<file path="src/rtl/acc_core_pkg.sv">
package acc_core_pkg;

  localparam int OPC_W = 4;

  typedef enum logic [3:0] {
    OP_READ  = 4'h0,
    OP_WRITE = 4'h1,
    OP_ADD   = 4'h2,
    OP_AND   = 4'h3,
    OP_NEG   = 4'h4,
    OP_JUMP  = 4'h5,
    OP_JNZ   = 4'h6,
    OP_JN    = 4'h7,
    OP_CALL  = 4'h8,
    OP_RET   = 4'h9,
    OP_NOP   = 4'hA,
    OP_HALT  = 4'hF
  } opcode_e;

  typedef enum logic [3:0] {
    ST_FADDR, ST_FWAIT, ST_FLOAD, ST_FIR,
    ST_EX0, ST_EX1, ST_EX2, ST_EX3, ST_HALT
  } state_e;

  typedef enum logic [2:0] {
    SRC_NONE, SRC_PC, SRC_ACC, SRC_MBR, SRC_SP, SRC_OPND
  } bus_src_e;

  typedef enum logic [1:0] {
    ALU_PASS, ALU_ADD, ALU_AND, ALU_INV
  } alu_op_e;

  typedef struct packed {
    bus_src_e src;
    alu_op_e  alu;
    logic     mar_ld;
    logic     mbr_bus_ld;
    logic     mbr_mem_ld;
    logic     acc_ld;
    logic     ir_ld;
    logic     pc_inc;
    logic     pc_ld;
    logic     sp_inc;
    logic     sp_dec;
    logic     mem_we;
    logic     done;
  } ctrl_t;

endpackage

</file>
<file path="src/rtl/acc_core_alu.sv">
module acc_core_alu
  import acc_core_pkg::*;
#(
  parameter int DATA_W = 12
) (
  input  alu_op_e           op,
  input  logic [DATA_W-1:0] a,
  input  logic [DATA_W-1:0] b,
  output logic [DATA_W-1:0] y
);

  always_comb begin
    unique case (op)
      ALU_ADD:  y = a + b;
      ALU_AND:  y = a & b;
      ALU_INV:  y = ~a;
      default:  y = b;
    endcase
  end

endmodule

</file>
<file path="src/rtl/acc_core_stack.sv">
module acc_core_stack #(
  parameter int              ADDR_W = 8,
  parameter logic [ADDR_W-1:0] INIT = '1
) (
  input  logic              clk,
  input  logic              rst,
  input  logic              inc,
  input  logic              dec,
  output logic [ADDR_W-1:0] sp
);

  always_ff @(posedge clk) begin
    if (rst)      sp <= INIT;
    else if (dec) sp <= sp - 1'b1;
    else if (inc) sp <= sp + 1'b1;
  end

endmodule

</file>
<file path="src/rtl/acc_core_ram.sv">
module acc_core_ram #(
  parameter int DATA_W = 12,
  parameter int ADDR_W = 8
) (
  input  logic              clk,
  input  logic              we,
  input  logic [ADDR_W-1:0] addr,
  input  logic [DATA_W-1:0] wdata,
  output logic [DATA_W-1:0] rdata
);

  localparam int DEPTH = 1 << ADDR_W;

  logic [DATA_W-1:0] cells [DEPTH];

  // single port, read-before-write, registered read data
  always_ff @(posedge clk) begin
    if (we) cells[addr] <= wdata;
    rdata <= cells[addr];
  end

endmodule

</file>
<file path="src/rtl/acc_core_ctrl.sv">
module acc_core_ctrl
  import acc_core_pkg::*;
(
  input  logic             clk,
  input  logic             rst,
  input  logic [OPC_W-1:0] opcode,
  input  logic             zero_f,
  input  logic             neg_f,
  output ctrl_t            ctl,
  output logic             halted_st
);

  state_e state_q, state_d;

  assign halted_st = (state_q == ST_HALT);

  // A load enable may be raised from several states/opcodes; each branch
  // below sets the same field, which merges those terms into one enable.
  always_comb begin
    ctl     = '0;
    state_d = state_q;
    unique case (state_q)
      ST_FADDR: begin
        ctl.src    = SRC_PC;
        ctl.mar_ld = 1'b1;
        state_d    = ST_FWAIT;
      end
      ST_FWAIT: state_d = ST_FLOAD;
      ST_FLOAD: begin
        ctl.mbr_mem_ld = 1'b1;
        state_d        = ST_FIR;
      end
      ST_FIR: begin
        ctl.src    = SRC_MBR;
        ctl.ir_ld  = 1'b1;
        ctl.pc_inc = 1'b1;
        state_d    = ST_EX0;
      end
      ST_EX0: begin
        state_d = ST_EX1;
        case (opcode)
          OP_READ, OP_ADD, OP_AND, OP_WRITE: begin
            ctl.src    = SRC_OPND;
            ctl.mar_ld = 1'b1;
          end
          OP_RET: begin
            ctl.src    = SRC_SP;
            ctl.mar_ld = 1'b1;
          end
          OP_CALL: ctl.sp_dec = 1'b1;
          OP_NEG: begin
            ctl.alu    = ALU_INV;
            ctl.acc_ld = 1'b1;
            ctl.done   = 1'b1;
            state_d    = ST_FADDR;
          end
          OP_JUMP, OP_JNZ, OP_JN: begin
            ctl.src   = SRC_OPND;
            ctl.pc_ld = (opcode == OP_JUMP) ||
                        (opcode == OP_JNZ && !zero_f) ||
                        (opcode == OP_JN && neg_f);
            ctl.done  = 1'b1;
            state_d   = ST_FADDR;
          end
          OP_HALT: begin
            ctl.done = 1'b1;
            state_d  = ST_HALT;
          end
          default: begin
            ctl.done = 1'b1;
            state_d  = ST_FADDR;
          end
        endcase
      end
      ST_EX1: begin
        state_d = ST_EX2;
        case (opcode)
          OP_WRITE: begin
            ctl.src        = SRC_ACC;
            ctl.mbr_bus_ld = 1'b1;
          end
          OP_CALL: begin
            ctl.src    = SRC_SP;
            ctl.mar_ld = 1'b1;
          end
          default: ;
        endcase
      end
      ST_EX2: begin
        state_d = ST_EX3;
        case (opcode)
          OP_WRITE: begin
            ctl.mem_we = 1'b1;
            ctl.done   = 1'b1;
            state_d    = ST_FADDR;
          end
          OP_CALL: begin
            ctl.src        = SRC_PC;
            ctl.mbr_bus_ld = 1'b1;
          end
          default: ctl.mbr_mem_ld = 1'b1;
        endcase
      end
      ST_EX3: begin
        state_d  = ST_FADDR;
        ctl.done = 1'b1;
        case (opcode)
          OP_READ, OP_ADD, OP_AND: begin
            ctl.src    = SRC_MBR;
            ctl.acc_ld = 1'b1;
            ctl.alu    = (opcode == OP_ADD) ? ALU_ADD :
                         (opcode == OP_AND) ? ALU_AND : ALU_PASS;
          end
          OP_RET: begin
            ctl.src    = SRC_MBR;
            ctl.pc_ld  = 1'b1;
            ctl.sp_inc = 1'b1;
          end
          default: begin
            ctl.mem_we = 1'b1;
            ctl.src    = SRC_OPND;
            ctl.pc_ld  = 1'b1;
          end
        endcase
      end
      default: state_d = ST_HALT;
    endcase
  end

  always_ff @(posedge clk) begin
    if (rst) state_q <= ST_FADDR;
    else     state_q <= state_d;
  end

endmodule

</file>
<file path="src/rtl/acc_core.sv">
module acc_core
  import acc_core_pkg::*;
#(
  parameter int                DATA_W  = 12,
  parameter int                ADDR_W  = 8,
  parameter logic [ADDR_W-1:0] SP_INIT = '1
) (
  input  logic              clk,
  input  logic              rst,
  input  logic              load_we,
  input  logic [ADDR_W-1:0] load_addr,
  input  logic [DATA_W-1:0] load_data,
  output logic              retire_o,
  output logic              halted_o,
  output logic [DATA_W-1:0] acc_o,
  output logic [ADDR_W-1:0] pc_o,
  output logic [ADDR_W-1:0] sp_o,
  output logic              zero_o,
  output logic              neg_o
);

  localparam int PAD_W = DATA_W - ADDR_W;

  ctrl_t             ctl;
  logic              halted_st, done_q;
  logic [DATA_W-1:0] bus, alu_y, ram_q, ram_wdata;
  logic [DATA_W-1:0] acc_q, mbr_q, ir_q;
  logic [ADDR_W-1:0] pc_q, mar_q, sp_q, ram_addr;
  logic              zf_q, nf_q, ram_we;

  acc_core_ctrl u_ctrl (
    .clk(clk), .rst(rst),
    .opcode(ir_q[ADDR_W +: OPC_W]),
    .zero_f(zf_q), .neg_f(nf_q),
    .ctl(ctl), .halted_st(halted_st)
  );

  acc_core_alu #(.DATA_W(DATA_W)) u_alu (
    .op(ctl.alu), .a(acc_q), .b(bus), .y(alu_y)
  );

  acc_core_stack #(.ADDR_W(ADDR_W), .INIT(SP_INIT)) u_stack (
    .clk(clk), .rst(rst), .inc(ctl.sp_inc), .dec(ctl.sp_dec), .sp(sp_q)
  );

  // preload path owns the memory port only while reset is held
  assign ram_addr  = rst ? load_addr : mar_q;
  assign ram_we    = rst ? load_we   : ctl.mem_we;
  assign ram_wdata = rst ? load_data : mbr_q;

  acc_core_ram #(.DATA_W(DATA_W), .ADDR_W(ADDR_W)) u_ram (
    .clk(clk), .we(ram_we), .addr(ram_addr), .wdata(ram_wdata), .rdata(ram_q)
  );

  // shared internal bus
  always_comb begin
    unique case (ctl.src)
      SRC_PC:   bus = {{PAD_W{1'b0}}, pc_q};
      SRC_ACC:  bus = acc_q;
      SRC_MBR:  bus = mbr_q;
      SRC_SP:   bus = {{PAD_W{1'b0}}, sp_q};
      SRC_OPND: bus = {{PAD_W{1'b0}}, ir_q[ADDR_W-1:0]};
      default:  bus = '0;
    endcase
  end

  always_ff @(posedge clk) begin
    if (rst) begin
      acc_q <= '0;
      zf_q  <= 1'b1;
      nf_q  <= 1'b0;
      pc_q  <= '0;
      ir_q  <= '0;
      mar_q <= '0;
      mbr_q <= '0;
    end else begin
      if (ctl.acc_ld) begin
        acc_q <= alu_y;
        zf_q  <= (alu_y == '0);
        nf_q  <= alu_y[DATA_W-1];
      end
      if (ctl.pc_ld)       pc_q <= bus[ADDR_W-1:0];
      else if (ctl.pc_inc) pc_q <= pc_q + 1'b1;
      if (ctl.ir_ld)  ir_q  <= bus;
      if (ctl.mar_ld) mar_q <= bus[ADDR_W-1:0];
      if (ctl.mbr_mem_ld)      mbr_q <= ram_q;
      else if (ctl.mbr_bus_ld) mbr_q <= bus;
    end
  end

  // architectural snapshot, published one cycle after the last execute step
  always_ff @(posedge clk) begin
    if (rst) begin
      done_q   <= 1'b0;
      retire_o <= 1'b0;
      halted_o <= 1'b0;
      acc_o    <= '0;
      pc_o     <= '0;
      sp_o     <= SP_INIT;
      zero_o   <= 1'b1;
      neg_o    <= 1'b0;
    end else begin
      done_q   <= ctl.done;
      retire_o <= done_q;
      if (done_q) begin
        acc_o    <= acc_q;
        pc_o     <= pc_q;
        sp_o     <= sp_q;
        zero_o   <= zf_q;
        neg_o    <= nf_q;
        halted_o <= halted_o | halted_st;
      end
    end
  end

endmodule

</file>
<file path="config.mk">
export PLATFORM = sky130hd
export DESIGN_NAME = acc_core
export DESIGN_NICKNAME = d
export VERILOG_FILES = /design/src/rtl/acc_core_pkg.sv /design/src/rtl/acc_core_alu.sv /design/src/rtl/acc_core_stack.sv /design/src/rtl/acc_core_ram.sv /design/src/rtl/acc_core_ctrl.sv /design/src/rtl/acc_core.sv
export SDC_FILE = /design/constraint.sdc
export NUM_CORES = 2
export LEC_CHECK = 0
export ABC_AREA = 1
export BUFFER_PORTS_ARGS = -buffer_cell sky130_fd_sc_hd__buf_2
export CAP_MARGIN = 0
export CORE_MARGIN = 1.5
export CORE_UTILIZATION = 30
export DETAILED_ROUTE_END_ITERATION = 6
export SLEW_MARGIN = 20
export SYNTH_ARGS = -nofsm -noshare
export SYNTH_HDL_FRONTEND = slang
export SYNTH_SLANG_ARGS = --single-unit
</file>
<file path="constraint.sdc">
create_clock -name clk -period 19 [get_ports clk]
set_clock_uncertainty 0.2 [all_clocks]
set_input_delay 0.95 -clock clk [delete_from_list [all_inputs] [get_ports clk]]
set_output_delay 0.95 -clock clk [all_outputs]
set_load 0.03 [all_outputs]
</file>
**Word level (Yosys, flattened, before mapping)**

Memories as Yosys holds them, arrays and structs flattened. A register that Yosys moved wholly into a read port is not among the register bits.
Cells that the tools add are included.

- Register bits after elaboration: 99
- RAM bits: 3072
- Input port bits: 23
- Output and inout port bits: 32
- Word-level logic and storage cells: 117
- Memories kept: 1

- Add/subtract/negate cells: 4
- Equality and inequality tests: 26
- Mux-type cells: 48
- Bitwise gates (word level): 3
- Reductions and logical operators: 18

Memory list:

| memory | depth | width | read ports | clocked after memory_dff | write ports | RTL line | text |
|---|---|---|---|---|---|---|---|
| u_ram.cells | 256 | 12 | 1 | 1 | 1 | acc_core_ram.sv:14 | `logic [DATA_W-1:0] cells [DEPTH];` |

Operator list:

| cell | count |
|---|---|
| 12-bit case mux with 5 select lines | 1 |
| 8-bit two-way mux | 5 |
| 12-bit two-way mux | 3 |
| 12-bit case mux with 3 select lines | 1 |
| 4-bit by 3-bit == test with 1-bit output, second input constant | 8 |
| 4-bit case mux with 8 select lines | 1 |
| 3-bit case mux with 6 select lines | 1 |
| 1-bit two-way mux | 17 |
| 8-bit by 1-bit adder with 8-bit output, second input constant | 2 |
| 4-bit by 2-bit == test with 1-bit output, second input constant | 4 |
| 4-bit == test, second input constant | 4 |
| 12-bit adder | 1 |
| 12-bit AND | 1 |
| 12-bit logical NOT | 1 |
| 2-bit two-way mux | 6 |
| 12-bit NOT | 1 |
| 3-bit case mux with 2 select lines | 2 |
| 1-bit case mux with 2 select lines | 5 |
| 4-bit by 1-bit == test with 1-bit output, second input constant | 2 |
| 4-bit logical NOT | 2 |
| 4-bit case mux with 2 select lines | 1 |
| 8-bit by 1-bit subtractor with 8-bit output, second input constant | 1 |
| 7-bit OR reduction | 1 |
| 3-bit by 2-bit == test with 1-bit output, second input constant | 2 |
| 17 further kinds | 26 |

**Logic depth before layout (Yosys ltp)**

- Depth after elaboration: 9
- Gate-level depth with buffers: 29
- Depth with buffers taken out: 29

**Hierarchy**

Synthesis repeated with hierarchy kept, for this count alone.

- Cells, all modules: 12775
- Area, all modules: 132478.3 sq um

Modules (own cells, without submodules):

| module | instances | cells an instance | area an instance (sq um) | sequential area each (sq um) |
|---|---|---|---|---|
| acc_core_ram | 1 | 11843 | 126438.8 | 92488.7 |
| acc_core | 1 | 565 | 3987.6 | 1701.6 |
| acc_core_alu | 1 | 181 | 942.2 | 0.0 |
| acc_core_stack | 1 | 89 | 591.8 | 160.2 |
| acc_core_ctrl | 1 | 97 | 518.0 | 80.1 |

**Worst setup path before layout**

Ideal clock, no wire load.

- Kind: input-to-reg
- Start: in rst
- End: mem u_ram.cells[0][1], data pin
- Library setup time: 2187 ps
- Arrival time: 11363 ps
- Data required time: 16613 ps
- Path slack: 5250 ps
- Stages: 4
- Path buffers: 3
- Cell sequence: buf_6 -> buf_6 -> clkbuf_1 -> o21ai_0

- Longest elaborated chain between the ends: 1

RTL lines:

| item | RTL line | text |
|---|---|---|
| from (decl) | acc_core.sv:9 | `input logic rst,` |
| 12-bit two-way mux | acc_core.sv:49 | `assign ram_wdata = rst ? load_data : mbr_q;` |
| net ram_wdata[1] | acc_core.sv:26 | `logic [DATA_W-1:0] bus, alu_y, ram_q, ram_wdata;` |
| to (decl) | acc_core_ram.sv:14 |  |

The timed path passes the listed nets, and every way through them passes these cells.

**Worst setup path after layout**

- Start: in rst
- End: reg u_ram.rdata[1] (read register of u_ram.cells)

- Longest elaborated chain between the ends: 1

RTL lines:

| item | RTL line | text |
|---|---|---|
| 8-bit two-way mux | acc_core.sv:47 | `assign ram_addr = rst ? load_addr : mar_q;` |
| to (decl) | acc_core_ram.sv:9 | `output logic [DATA_W-1:0] rdata` |

Every way passes these cells.
A chain may end at the register's enable or synchronous reset.

==> flow_summary.toml <==
[global_routing]
grt_max_degree = 189
grt.total_usage = 0.168
grt_pass1_vias = 72354
grt_antenna_before_repair = 9
grt_overflow = 0
grt_pass1_wl_um = 517000

[yosys]
synth_cells = 8718
seq_area_frac_synth = 0.770
ys.flop_type = "edfxtp_1"
post-synth-top-count-cell = "edfxtp_1"
syn_area_sq_mm = 0.123
ys_warn_count = 0
yosys-top-cells-area = "edfxtp_1, a22oi_1, nand2_1"
ys_top_cells_by_count = "edfxtp_1, nand2_1, a22oi_1, nor2_1, buf_2"
syn_nets = 8762
yosysTopAreaCellShare = 0.752
synthDistinctLibCells = 49
synth_seq_cells = 3181
synthArstFlopShare = 0
syn_avg_cell_area_sq_um = 14.1
yosysTopAreaCell = "edfxtp_1"
synth_edf_count = 3072

[route]
drcViolationCount = 6
drt_iter0_markers = 10111
wire_per_inst_um = 24.7
drt-total-wl_um = 360000
antenna_left = 0
first_pass_iters = 7
vias = 75705
vias_per_cell = 5.19

[layout]
fill_cells = 39267
drive_above_1_share = 0.103
fin_nets = 8920
fin_cells = 14574
area_delta_synth_final_pct = 14.3
final_util = 0.345

[sta]
fmax_mhz = 156
period_share = 0.337
worst_pin_slew_ps = 1240
relSlewSlack = 0.174
rsz0062_at_grt = "false"
layout_min_cycle_time_ps = 6400
setup_viol = 0
slew_violations = 0
finalSetupTns_ps = 0
finalHoldViolCount = 0

[worst_setup_path]
arrival_ps = 7030
worstReg2RegStart = "mar_q[0]"
rr_worst_depth = 19
rrSetupSlack_ps = 13190
critical_path_class = "in2reg"
critPathRequiredTime_ps = 19630
startpoint_type = "input pin"
worst-path-max-fanout = 92
end_kind = "flop"
timing.rr.end = "u_ram.rdata[1]"

[clocking]
postCtsHoldBufs = 0
worstSkewPairLatency_ps = 900
postCtsSetupBuffers = 0
post_cts_resized = 0
cts_tree = "built"
root_buffer = "clkbuf_16"
ctsHtreeMaxLevel = 5
cts.clk_slew.worst_paths_ps = 60
cts_buffer_depth = 4
cts.sinks = 3181
cts_buffers = 329

[hold_path]
min_path_cells = 2
min_to = "sp_o[3]"
min-delay-start = "sp_o[3]"
hold_class = "reg2reg"

[pwr]
p_per_area_mw_per_mm2 = 114
peakVddDrop_uv = 74.3
p_leak_nw = 47.9

[placed_design]
place.gp.congestion = 0.861
port_buffers = 54
place_inst = 13973
hpwlAfterDp_um = 207000

[floorplan]
io_pins = 55
die_w_um = 642
rows = 234
die_area_sq_mm = 0.413
die_height_um = 642
start_util = 0.302
core_sq_mm = 0.406

[flow_run]
drv_cap = 0

[outcome]
status = "finished with violations"
violations = "design-rule violations"
-- worst max-delay path, stage by stage --
cell     delay, ps
buf_2           80
buf_4          470
inv_4          220
nand2_1        130
nand2_2         90
nor2_4         100
buf_4          550
buf_12         460
buf_4          680
buf_4          550
buf_4          650
a22oi_1        210
nand2_1        140
nand2_1         60
nand2_1         80
nor2_1          70
nor2_1         850
a21oi_1         70
nand2_1        210
nor2_1          90
nand2_1         60
-- flip-flops by register name (all words and copies together) (netlist names), 8 cells and up --
register / cells
ir_q: 12
mbr_q: 12
u_ram.cells: 3072
acc_o: 12
sp_o: 8
u_stack.sp: 8
mar_q: 8
u_ram.rdata: 12
pc_q: 8
acc_q: 11
pc_o: 8
-- placed cells by master, fill, tap and decap left out, types with 4 or more instances in the layout --
cell,instances
and2_1,4
clkbuf_16,332
clkinvlp_4,8
clkinv_2,51
o211ai_1,24
o21bai_1,4
nor2_1,475
xor2_1,6
o21ai_1,15
dfxtp_1,109
nand2_1,2258
nor3_1,9
buf_4,247
ha_1,19
nor2_2,111
a21oi_1,97
edfxtp_1,3072
or2_1,11
buf_12,17
nor2_4,10
bufinv_16,27
clkinv_8,9
diode_2,7
nand2_2,13
inv_2,10
nand4_1,120
clkbuf_1,82
a31oi_1,4
o21ai_2,6
clkinv_16,5
inv_6,6
o22ai_1,14
or2_2,8
clkinv_1,75
a22oi_1,1408
o21ai_0,145
inv_1,145
nand2_4,11
buf_2,54
nand3_1,89
-- through the flow --
stage	setup WS (ps)	area (sq um)	hold slack [ps]	power (mW)
6_report	12600	140000	255	16.0
5_1_grt	12380	140000	288	16.5
4_1_cts	12670	140000	255	16.1
3_5_place_dp	11730	130000	240	9.85
3_3_place_gp	11810	130000	238	9.85
2_1_floorplan	5250	123000	257	9.13
-- logic make-up (layout without fill, tap and decap cells) --
| logic type | count (synthesis) | in the layout | share of synthesized area |
|---|---|---|---|
| adder cells (fa/ha/maj) | 21 | 21 | 0.00227 |
| flip-flops | 3181 | 3181 | 0.770 |
| AND/OR/NAND/NOR | 3126 | 3126 | 0.101 |
| other | 0 | 7 | 0 |
| buffers and inverters | 652 | 1073 | 0.0253 |
| XOR/XNOR | 8 | 8 | 0.000572 |
| AO/OA/AOI/OAI | 1730 | 1730 | 0.101 |
-- power by group --
group | switching, mW | leakage (nW) | internal, mW | total (mW)
logic | 1.44 | 14.0 | 0.435 | 1.88
registers | 0.0580 | 28.9 | 7.80 | 7.86
clock network | 2.70 | 5.05 | 3.60 | 6.30
-- layer usage --
metal  share of wire  vias up  routed length [um]  track usage
li1                -    32930                   -            -
met1            0.41    38519              149000        0.237
met2            0.46     3713              164000        0.260
met3           0.092      541               33200       0.0281
met4           0.037        2               13200       0.0595
met5        0.000036        -                  13            0
-- how the worst max path moves through the flow --
stage               from           endpoint
global route         rst     u_ram.rdata[1]
global placement     rst     u_ram.rdata[1]
floorplan            rst  u_ram.cells[0][1]
finish               rst     u_ram.rdata[1]
CTS                  rst     u_ram.rdata[1]
detailed placement   rst     u_ram.rdata[1]
-- layout make-up --
| type | instances | area, sq um | area share |
|---|---|---|---|
| timing repair buffer | 318 | 2460 | 0.0176 |
| clock buffer | 414 | 8620 | 0.0615 |
| clock inverter | 180 | 1790 | 0.0127 |
| inverter | 161 | 612 | 0.00437 |
| multi-input combinational | 4885 | 25400 | 0.181 |
| tap | 5428 | 6790 | 0.0485 |
| sequential | 3181 | 94400 | 0.674 |
| antenna | 7 | 17.5 | 0.000125 |
(Power assumes the default switching activity.)
